`config.mk`:
```
export PLATFORM = sky130hd
export DESIGN_NAME = breath_led_ctrl
export DESIGN_NICKNAME = d
export VERILOG_FILES = /design/src/rtl/breath_pkg.sv /design/src/rtl/btn_conditioner.sv /design/src/rtl/period_select.sv /design/src/rtl/pwm_gen.sv /design/src/rtl/breath_ramp.sv /design/src/rtl/breath_led_ctrl.sv
export SDC_FILE = /design/constraint.sdc
export NUM_CORES = 1
export LEC_CHECK = 0
export BUFFER_PORTS_ARGS = -buffer_cell sky130_fd_sc_hd__buf_2
export CORE_MARGIN = 1
export CORE_UTILIZATION = 55
export DETAILED_ROUTE_END_ITERATION = 10
export PLACE_DENSITY_LB_ADDON = 0.3
export SLEW_MARGIN = 20
export SYNTH_ARGS = -nofsm -noshare
export SYNTH_HDL_FRONTEND = slang
export SYNTH_HIERARCHICAL = 1
export SYNTH_SLANG_ARGS = --single-unit
```
`constraint.sdc`:
```
create_clock -name clk -period 3.05 [get_ports clk]
set_clock_uncertainty 0.15 [all_clocks]
set_input_delay 0.61 -clock clk [delete_from_list [all_inputs] [get_ports clk]]
set_output_delay 0.61 -clock clk [all_outputs]
set_load 0.02 [all_outputs]
```
`src/rtl/breath_pkg.sv`:
```
package breath_pkg;

    localparam int PERIOD_MIN = 2;
    localparam int PERIOD_MAX = 10;
    localparam int PERIOD_W   = 4;

    typedef logic [PERIOD_W-1:0] period_t;

    typedef enum logic {
        SEL_WRAP_ONE = 1'b0,
        SEL_SAT_TWO  = 1'b1
    } sel_mode_e;

    typedef enum logic {
        RAMP_UP   = 1'b0,
        RAMP_DOWN = 1'b1
    } ramp_dir_e;

    typedef struct packed {
        logic [1:0] sync;
        logic       level;
    } btn_state_t;

    function automatic period_t period_wrap_inc(period_t p);
        return (p >= period_t'(PERIOD_MAX)) ? period_t'(PERIOD_MIN) : p + period_t'(1);
    endfunction

    function automatic period_t period_sat_inc(period_t p);
        return (p >= period_t'(PERIOD_MAX)) ? p : p + period_t'(1);
    endfunction

    function automatic period_t period_sat_dec(period_t p);
        return (p <= period_t'(PERIOD_MIN)) ? p : p - period_t'(1);
    endfunction

endpackage

```
`src/rtl/btn_conditioner.sv`:
```
module btn_conditioner
    import breath_pkg::*;
#(
    parameter int DEB_CYCLES = 9
) (
    input  logic clk,
    input  logic rst,
    input  logic raw,
    output logic press
);
    localparam int CW = $clog2(DEB_CYCLES + 1);

    btn_state_t      st_q;
    logic [CW-1:0]   cnt_q;
    logic            press_q;

    always_ff @(posedge clk) begin
        if (rst) begin
            st_q    <= '0;
            cnt_q   <= '0;
            press_q <= 1'b0;
        end else begin
            st_q.sync <= {st_q.sync[0], raw};
            press_q   <= 1'b0;
            if (st_q.sync[1] == st_q.level) begin
                cnt_q <= '0;
            end else if (cnt_q == CW'(DEB_CYCLES - 1)) begin
                cnt_q      <= '0;
                st_q.level <= st_q.sync[1];
                press_q    <= st_q.sync[1];
            end else begin
                cnt_q <= cnt_q + 1'b1;
            end
        end
    end

    assign press = press_q;

    // one press produces a single-cycle pulse
    assert_one_pulse_R7: assert property (@(posedge clk) disable iff (rst)
        press_q |=> !press_q);

    // a pulse only accompanies a filtered level that is now high
    assert_press_level_R6: assert property (@(posedge clk) disable iff (rst)
        press_q |-> st_q.level);

endmodule

```
`src/rtl/period_select.sv`:
```
module period_select
    import breath_pkg::*;
#(
    parameter sel_mode_e MODE = SEL_WRAP_ONE
) (
    input  logic    clk,
    input  logic    rst,
    input  logic    inc,
    input  logic    dec,
    output period_t sel
);
    period_t sel_q;

    generate
        if (MODE == SEL_WRAP_ONE) begin : g_wrap
            always_ff @(posedge clk) begin
                if (rst)      sel_q <= period_t'(PERIOD_MIN);
                else if (inc) sel_q <= period_wrap_inc(sel_q);
            end

            // stepping past the top returns to the bottom
            assert_wrap_to_min_R4: assert property (@(posedge clk) disable iff (rst)
                (inc && sel_q == period_t'(PERIOD_MAX)) |=> sel_q == period_t'(PERIOD_MIN));

            // the second button alone leaves the selection unchanged
            assert_b_ignored_R9: assert property (@(posedge clk) disable iff (rst)
                (dec && !inc) |=> $stable(sel_q));
        end else begin : g_sat
            always_ff @(posedge clk) begin
                if (rst)                sel_q <= period_t'(PERIOD_MIN);
                else if (inc && !dec)   sel_q <= period_sat_inc(sel_q);
                else if (dec && !inc)   sel_q <= period_sat_dec(sel_q);
            end

            // raising at the top is ignored
            assert_hold_top_R5: assert property (@(posedge clk) disable iff (rst)
                (inc && !dec && sel_q == period_t'(PERIOD_MAX)) |=> sel_q == period_t'(PERIOD_MAX));

            // lowering at the bottom is ignored
            assert_hold_bottom_R5: assert property (@(posedge clk) disable iff (rst)
                (dec && !inc && sel_q == period_t'(PERIOD_MIN)) |=> sel_q == period_t'(PERIOD_MIN));
        end
    endgenerate

    assign sel = sel_q;

    // the selection never leaves the legal range
    assert_sel_range_R5: assert property (@(posedge clk) disable iff (rst)
        (sel_q >= period_t'(PERIOD_MIN)) && (sel_q <= period_t'(PERIOD_MAX)));

endmodule

```
`src/rtl/pwm_gen.sv`:
```
module pwm_gen #(
    parameter int DUTY_BITS = 8
) (
    input  logic                 clk,
    input  logic                 rst,
    input  logic [DUTY_BITS-1:0] duty,
    output logic                 frame_end,
    output logic                 led
);
    localparam int MAXD = (1 << DUTY_BITS) - 1;

    logic [DUTY_BITS-1:0] cnt_q;

    always_ff @(posedge clk) begin
        if (rst)                                  cnt_q <= '0;
        else if (cnt_q == DUTY_BITS'(MAXD - 1))   cnt_q <= '0;
        else                                      cnt_q <= cnt_q + 1'b1;
    end

    assign frame_end = (cnt_q == DUTY_BITS'(MAXD - 1));
    assign led       = (cnt_q < duty);

endmodule

```
`src/rtl/breath_ramp.sv`:
```
module breath_ramp
    import breath_pkg::*;
#(
    parameter int DUTY_BITS = 8,
    parameter int STEP_UNIT = 1
) (
    input  logic                 clk,
    input  logic                 rst,
    input  logic                 frame_end,
    input  period_t              sel,
    output logic [DUTY_BITS-1:0] duty,
    output period_t              active
);
    localparam int MAXD = (1 << DUTY_BITS) - 1;
    localparam int FW   = $clog2(PERIOD_MAX * STEP_UNIT + 1);

    ramp_dir_e            dir_q;
    logic [DUTY_BITS-1:0] duty_q;
    logic [FW-1:0]        fcnt_q;
    period_t              active_q;
    logic [FW-1:0]        step_len;

    assign step_len = FW'(active_q) * FW'(STEP_UNIT);

    always_ff @(posedge clk) begin
        if (rst) begin
            dir_q    <= RAMP_UP;
            duty_q   <= '0;
            fcnt_q   <= '0;
            active_q <= period_t'(PERIOD_MIN);
        end else if (frame_end) begin
            if (fcnt_q == step_len - 1'b1) begin
                fcnt_q <= '0;
                if (dir_q == RAMP_UP) begin
                    duty_q <= duty_q + 1'b1;
                    if (duty_q == DUTY_BITS'(MAXD - 1)) dir_q <= RAMP_DOWN;
                end else begin
                    duty_q <= duty_q - 1'b1;
                    if (duty_q == DUTY_BITS'(1)) begin
                        dir_q    <= RAMP_UP;
                        active_q <= sel;
                    end
                end
            end else begin
                fcnt_q <= fcnt_q + 1'b1;
            end
        end
    end

    assign duty   = duty_q;
    assign active = active_q;

    // brightness moves by at most one level per clock
    assert_duty_step_R3: assert property (@(posedge clk) disable iff (rst)
        !$stable(duty_q) |-> (duty_q == $past(duty_q) + DUTY_BITS'(1)) ||
                             (duty_q == $past(duty_q) - DUTY_BITS'(1)));

    // the ramp turns downward only at full brightness
    assert_turn_at_peak_R3: assert property (@(posedge clk) disable iff (rst)
        $rose(dir_q == RAMP_DOWN) |-> duty_q == DUTY_BITS'(MAXD));

    // the applied period changes only in darkness
    assert_apply_dark_R8: assert property (@(posedge clk) disable iff (rst)
        !$stable(active_q) |-> duty_q == '0);

endmodule

```
`src/rtl/breath_led_ctrl.sv`:
```
module breath_led_ctrl
    import breath_pkg::*;
#(
    parameter int        CLK_HZ     = 100_000_000,
    parameter int        DUTY_BITS  = 8,
    parameter int        DEB_CYCLES = CLK_HZ / 50,
    parameter sel_mode_e MODE       = SEL_WRAP_ONE
) (
    input  logic       clk,
    input  logic       rst,
    input  logic       btn_a_raw,
    input  logic       btn_b_raw,
    output logic       led_drive,
    output logic [3:0] period_s
);
    localparam int MAXD      = (1 << DUTY_BITS) - 1;
    localparam int RAW_UNIT  = CLK_HZ / (2 * MAXD * MAXD);
    localparam int STEP_UNIT = (RAW_UNIT < 1) ? 1 : RAW_UNIT;

    logic [1:0]           raw_v;
    logic [1:0]           press_v;
    period_t              sel;
    period_t              active;
    logic [DUTY_BITS-1:0] duty;
    logic                 frame_end;
    logic                 led;

    assign raw_v = {btn_b_raw, btn_a_raw};

    generate
        for (genvar i = 0; i < 2; i++) begin : g_btn
            btn_conditioner #(.DEB_CYCLES(DEB_CYCLES)) u_btn (
                .clk   (clk),
                .rst   (rst),
                .raw   (raw_v[i]),
                .press (press_v[i])
            );
        end
    endgenerate

    period_select #(.MODE(MODE)) u_sel (
        .clk (clk),
        .rst (rst),
        .inc (press_v[0]),
        .dec (press_v[1]),
        .sel (sel)
    );

    breath_ramp #(.DUTY_BITS(DUTY_BITS), .STEP_UNIT(STEP_UNIT)) u_ramp (
        .clk       (clk),
        .rst       (rst),
        .frame_end (frame_end),
        .sel       (sel),
        .duty      (duty),
        .active    (active)
    );

    pwm_gen #(.DUTY_BITS(DUTY_BITS)) u_pwm (
        .clk       (clk),
        .rst       (rst),
        .duty      (duty),
        .frame_end (frame_end),
        .led       (led)
    );

    assign led_drive = led;
    assign period_s  = active;

    // zero duty keeps the LED dark
    assert_dark_at_zero_R2: assert property (@(posedge clk) disable iff (rst)
        (duty == '0) |-> !led_drive);

    // top duty keeps the LED lit
    assert_lit_at_top_R2: assert property (@(posedge clk) disable iff (rst)
        (duty == DUTY_BITS'(MAXD)) |-> led_drive);

endmodule

```
# Yosys cells after proc, flatten, opt, wreduce, memory -nomap -nowiden
# Cells that the tools add are included.
dict set report word_totals {
  reg_bits 63
  in_bits 4
  output_inout_bits 5
  wordCells 40
}
dict set report classes {
  add_sub_neg 7
  n_mul 1
  n_lt_le_gt_ge 2
  n_eq_ne 6
  mux 6
  bitwise_logic 2
  reduce_logical 6
}
# op n
set ops {}
lappend ops {{21-bit by 1-bit adder with 21-bit output (second input constant)} 1}
lappend ops {{21-bit == test (second input constant)} 1}
lappend ops {{8-bit by 1-bit adder with 8-bit output (second input constant)} 2}
lappend ops {{8-bit == test (second input constant)} 2}
lappend ops {{13-bit by 1-bit adder with 13-bit output (second input constant)} 1}
lappend ops {{13-bit == test} 1}
lappend ops {{13-bit two-way mux} 1}
lappend ops {{13-bit by 1-bit subtractor with 13-bit output (second input constant)} 1}
lappend ops {{8-bit by 1-bit == test with 1-bit output (second input constant)} 1}
lappend ops {{8-bit < comparator} 1}
lappend ops {{8-bit two-way mux} 1}
lappend ops {{8-bit by 1-bit subtractor with 8-bit output (second input constant)} 1}
lappend ops {{3-bit OR reduction} 2}
lappend ops {{4-bit by 2-bit multiplier with 5-bit output (second input constant)} 1}
lappend ops {{4-bit by 1-bit adder with 4-bit output (second input constant)} 1}
lappend ops {{4-bit >= comparator (second input constant)} 1}
lappend ops {{4-bit two-way mux} 1}
lappend ops {{2-bit AND reduction} 2}
lappend ops {{4-bit AND reduction} 1}
lappend ops {{1-bit two-way mux} 3}
lappend ops {{1-bit inverter} 2}
lappend ops {{2-bit OR reduction} 1}
lappend ops {{1-bit == test} 1}

# Longest topological paths before layout
dict set report depth {
  ltp_word 4
  ltp_mapped 9
  mapped_depth_nobuf 9
}

# Modules after synthesis
# Netlist, hierarchy kept.
# mod instances cells_per_inst area_per_inst_um2 seq_area_each_um2
set modules_own_cells {}
lappend modules_own_cells {btn_conditioner 2 127 1096.1 500.5}
lappend modules_own_cells {breath_ramp 1 187 1716.6 520.5}
lappend modules_own_cells {pwm_gen 1 66 534.3 160.2}
lappend modules_own_cells {period_select 1 20 186.4 80.1}

# Least setup slack after synthesis
# OpenSTA, ideal clock, no wires.
dict set report synth_path {
  path_type {register to register}
  start {register u_ramp.active_q[0], in the netlist u_ramp/active[0]}
  end {register u_ramp.duty_q[7], in the netlist u_ramp/duty[7]}
  setup_time_ps 121
  arrival_ps 2912
  required_ps 2779
  path_slack_ps -133
  stages_incl_launch_ff 10
  n_path_buf 1
  synth_period_minus_slack_ps 3183
  cell_sequence {dfxtp_1 > ha_1 > inv_1 > fa_1 > xor2_2 > and4_1 > or4_4 > buf_6 > a2111oi_1 > mux2_2}
}
dict set report synth_between {
  elab_chain_len 4
}
# item line
set synth_lines {}
lappend synth_lines {{start: declaration} breath_ramp.sv:20} ;# period_t active_q;
lappend synth_lines {{start signal: assignment} breath_ramp.sv:30} ;# active_q <= period_t'(PERIOD_MIN);
lappend synth_lines {{start signal: assignment} breath_ramp.sv:41} ;# active_q <= sel;
lappend synth_lines {{4-bit by 2-bit multiplier with 5-bit output} breath_ramp.sv:23} ;# assign step_len = FW'(active_q) * FW'(STEP_UNIT);
lappend synth_lines {{13-bit by 1-bit subtractor with 13-bit output} breath_ramp.sv:32} ;# if (fcnt_q == step_len - 1'b1) begin
lappend synth_lines {{13-bit == test} breath_ramp.sv:32}
lappend synth_lines {{2-bit AND reduction (no line)} -}
lappend synth_lines {{end signal: assignment} breath_ramp.sv:35} ;# duty_q <= duty_q + 1'b1;
lappend synth_lines {{end signal: assignment} breath_ramp.sv:38} ;# duty_q <= duty_q - 1'b1;
lappend synth_lines {{end: declaration} breath_ramp.sv:18} ;# logic [DUTY_BITS-1:0] duty_q;
# Every way passes these cells.
# A chain may end at the register's enable or synchronous reset.

# Final worst setup path
dict set report layout_path {
  start {register u_ramp.active_q[1], in the netlist u_ramp/active[1]}
  end {register u_ramp.active_q[1], in the netlist u_ramp/active[1]}
}
dict set report layout_between {
  elab_chain_len 4
}
# item line
set layout_lines {}
lappend layout_lines {{4-bit by 2-bit multiplier with 5-bit output} breath_ramp.sv:23}
lappend layout_lines {{13-bit by 1-bit subtractor with 13-bit output} breath_ramp.sv:32}
lappend layout_lines {{13-bit == test} breath_ramp.sv:32}
lappend layout_lines {{4-bit AND reduction (no line)} -}
# Every way passes these cells.

==> impl_metrics.sql <==
INSERT INTO impl_metrics (metric_group, metric, value, unit) VALUES
('clocking', 'clk_pin_slew_worst_paths', '60', 'ps'),
('global_route', 'gr-total-overflow', '0', ''),
('clocking', 'tritoncts', 'done', ''),
('worst_setup_path', 'timing.rr.end', 'u_ramp/active[1]', ''),
('clocking', 'cts-buffers-inserted', '9', ''),
('sta', 'finalSetupTns', '0', 'ps'),
('cells_and_area', 'nNetsFinal', '446', ''),
('global_route', 'global_route.usage.total', '22.4', '%'),
('clocking', 'htree_levels', '3', ''),
('sta', 'max_freq', '0.335', 'GHz'),
('detailed_routing', 'post_detailed_route_drc_marker_count', '0', ''),
('cells_and_area', 'num_antenna_cells', '0', ''),
('detailed_routing', 'post_detailed_routing_wire_length', '7280', 'um'),
('status', 'outcome', 'completed', ''),
('power_and_ir_drop', 'cellLeakagePower', '1.41', 'nW'),
('floorplan', 'initial_utilization', '58.3', '%'),
('power_and_ir_drop', 'vdd_drop_max', '0.295', 'mV'),
('worst_setup_path', 'required', '3160', 'ps'),
('place', 'dp_slack', '-70.3', 'ps'),
('detailed_routing', 'detail_route.iter0.violations', '148', ''),
('cells_and_area', 'final_cell_mix', '60 x sky130_fd_sc_hd__dfxtp_1, 40 x sky130_fd_sc_hd__nor2_1, 28 x sky130_fd_sc_hd__nand2_1', ''),
('worst_setup_path', 'critPathMaxFanout', '6', ''),
('logic_synthesis', 'synth_area', '3530', 'um2'),
('sta', 'tightestPinTransition', '1080', 'ps'),
('worst_setup_path', 'worst-r2r-setup-slack', '60', 'ps'),
('sta', 'crit_path_setup_slack_layout', '64.2', 'ps'),
('logic_synthesis', 'post_synth_inst_count', '400', ''),
('place', 'numPlacedInstances', '480', ''),
('logic_synthesis', 'synth_nets', '426', ''),
('clocking', 'clkSinkCount', '63', ''),
('detailed_routing', 'firstDrtPassIters', '4', ''),
('cells_and_area', 'share_of_final_layout_standard_cells_stronger_than_drive_strength_1', '14.6', '%'),
('worst_setup_path', 'slowest_stage_cell_cp', 'sky130_fd_sc_hd__fa_2', ''),
('detailed_routing', 'vias_per_inst', '5.84', ''),
('hold_path', 'holdPathEnd', 'g_btn[0].u_btn/st_q[2]', ''),
('clocking', 'cts.path.max_buffers', '2', ''),
('global_route', 'number_of_antenna_violations_at_the_first_check_in_global_routing', '0', ''),
('place', 'place.gp.congestion', '0.838', ''),
('cells_and_area', 'most_common_library_cell_in_the_layout_ignoring_fill_and_taps', 'sky130_fd_sc_hd__dfxtp_1', ''),
('sta', 'report.final.setup_viol', '0', ''),
('detailed_routing', 'final_antenna_net_count', '0', ''),
('global_route', 'grt_first_pass_wirelength', '11500', 'um'),
('global_route', 'grt_pass1_vias', '2569', ''),
('worst_setup_path', 'critical_path_start_type', 'flop', ''),
('clocking', 'clock-root-buffer', 'sky130_fd_sc_hd__clkbuf_8', ''),
('sta', 'finalWorstPathRequiredPeriod', '2990', 'ps'),
('worst_setup_path', 'cpPeakStageDelay', '560', 'ps'),
('clocking', 'cts_hold_buffers', '0', ''),
('worst_setup_path', 'critical_path_arrival', '3090', 'ps'),
('hold_path', 'min-delay-start', 'g_btn[0].u_btn/st_q[1]', ''),
('sta', 'final_worst_path_cycle_share', '97.9', '%'),
('global_route', 'grt_start_max_net_pins', '25', ''),
('worst_setup_path', 'path_cells', 'ha_4 > inv_1 > fa_2 > or3b_1 > xnor3_1 > nand3_2 > buf_12 > a2111oi_4 > buf_4 > mux2i_1', ''),
('sta', 'maxSlewViolCount', '0', ''),
('floorplan', 'pin_count', '9', ''),
('cells_and_area', 'flow.area_growth_from_synthesis', '15.0', '%'),
('floorplan', 'fp.dieH', '82.2', 'um'),
('sta', 'maxSlewHeadroom', '28.0', '%'),
('sta', 'final-hold-violation-count', '0', ''),
('worst_setup_path', 'reg2regPathDepth', '10', ''),
('floorplan', 'rows', '28', ''),
('logic_synthesis', 'post_synth.cell_area_avg', '8.83', 'um2'),
('detailed_routing', 'route.vias.total', '2916', ''),
('clocking', 'clock_insertion_delay_worst_skew', '340', 'ps'),
('floorplan', 'core_outline_area', '6060', 'um2'),
('run', 'max_cap_violations', '0', ''),
('hold_path', 'worst_hold_class', 'reg -> reg', ''),
('floorplan', 'die_width', '82.2', 'um'),
('worst_setup_path', 'worstSetupPathType', 'reg -> reg', ''),
('detailed_routing', 'average_wire_per_standard_cell', '14.6', 'um'),
('hold_path', 'holdPathStages', '1', ''),
('cells_and_area', 'fillerInstances', '485', ''),
('power_and_ir_drop', 'power_per_cell_area', '369', 'nW/um2'),
('cells_and_area', 'instances_no_fill', '499', ''),
('logic_synthesis', 'yosys_warnings', '6', ''),
('place', 'placement.io_buffers', '7', ''),
('worst_setup_path', 'worstReg2RegStart', 'u_ramp/active[1]', ''),
('worst_setup_path', 'worst_setup_path_end_kind', 'flop', ''),
('floorplan', 'floorplan.die_area', '6750', 'um2'),
('place', 'hpwlAfterDp', '4770', 'um');
[sequential cells by signal, indices dropped and copies added, names as in the netlist]
signal	cells
g_btn.u_btn/st_q	3
u_pwm/cnt_q	8
u_ramp/duty	8
g_btn.u_btn/cnt_q	21
u_ramp/dir_q	1
g_btn.u_btn/press	1
u_ramp/fcnt_q	13
u_ramp/active	4
u_sel/sel	4
[area by class of cell]
cell class | instances | area [um2] | area share (%)
Timing Repair Buffer | 19 | 155 | 3.82
Inverter | 25 | 93.8 | 2.31
Multi-Input combinational cell | 302 | 2290 | 56.4
Clock buffer | 14 | 153 | 3.76
Clock inverter | 1 | 5.00 | 0.123
Sequential cell | 63 | 1270 | 31.3
Tap cell | 75 | 93.8 | 2.31
[how the worst max path moves through the flow]
| stage | from | to | slack (ps) | depth (start not counted) |
|---|---|---|---|---|
| floorplan | u_ramp/active[1] | u_ramp/duty[7] | 10 | 9 |
| global placement | u_ramp/active[1] | u_ramp/duty[2] | 30 | 8 |
| detailed placement | u_ramp/active[1] | u_ramp/duty[6] | -70 | 8 |
| CTS | u_ramp/active[1] | u_ramp/duty[2] | -60 | 8 |
| global route | u_ramp/active[1] | u_ramp/active[1] | -40 | 10 |
| finish | u_ramp/active[1] | u_ramp/active[1] | 60 | 10 |
[power by group]
| part | internal, mW | total, mW | switching [mW] | leakage, nW |
|---|---|---|---|---|
| clock network | 0.313 | 0.613 | 0.300 | 0.0805 |
| registers | 0.827 | 0.834 | 0.00631 | 0.510 |
| logic | 0.0194 | 0.0510 | 0.0316 | 0.818 |
[worst max-delay path: cells and delay by family (launching register included)]
| kind | cells | cell delay [ps] |
|---|---|---|
| fa+ha+maj | 2 | 690 |
| simple gates | 2 | 500 |
| buf+inv | 3 | 470 |
| flops | 1 | 380 |
| compound gates | 1 | 280 |
| xor+xnor | 1 | 240 |
| mux | 1 | 190 |
[through the flow]
stage / power (mW) / hold WS [ps] / util (%) / instance area, um2
3_5_place_dp: 0.904 / 279 / 60.8 / 3680
4_1_cts: 1.51 / 294 / 63.5 / 3850
5_1_grt: 1.56 / 309 / 67.0 / 4060
3_3_place_gp: 0.902 / 288 / 60.8 / 3680
2_1_floorplan: 0.888 / 264 / - / 3540
6_report: 1.50 / 291 / 67.0 / 4060
[routing by layer]
metal	up-vias	GRT usage, %	routed length, um
li1	1478	-	-
met1	1393	28.0	3400
met2	37	37.0	3570
met3	8	7.25	229
met4	0	6.14	74
met5	-	0	0
[repair_timing]
item | CTS | global route
gates resized for setup | 1 | 25
pin swaps | 1 | 6
setup endpoints to repair | 10 | 11
gates cloned | 0 | 2
setup buffers | 0 | 2
No activity file was read; power rests on OpenSTA's default activity.
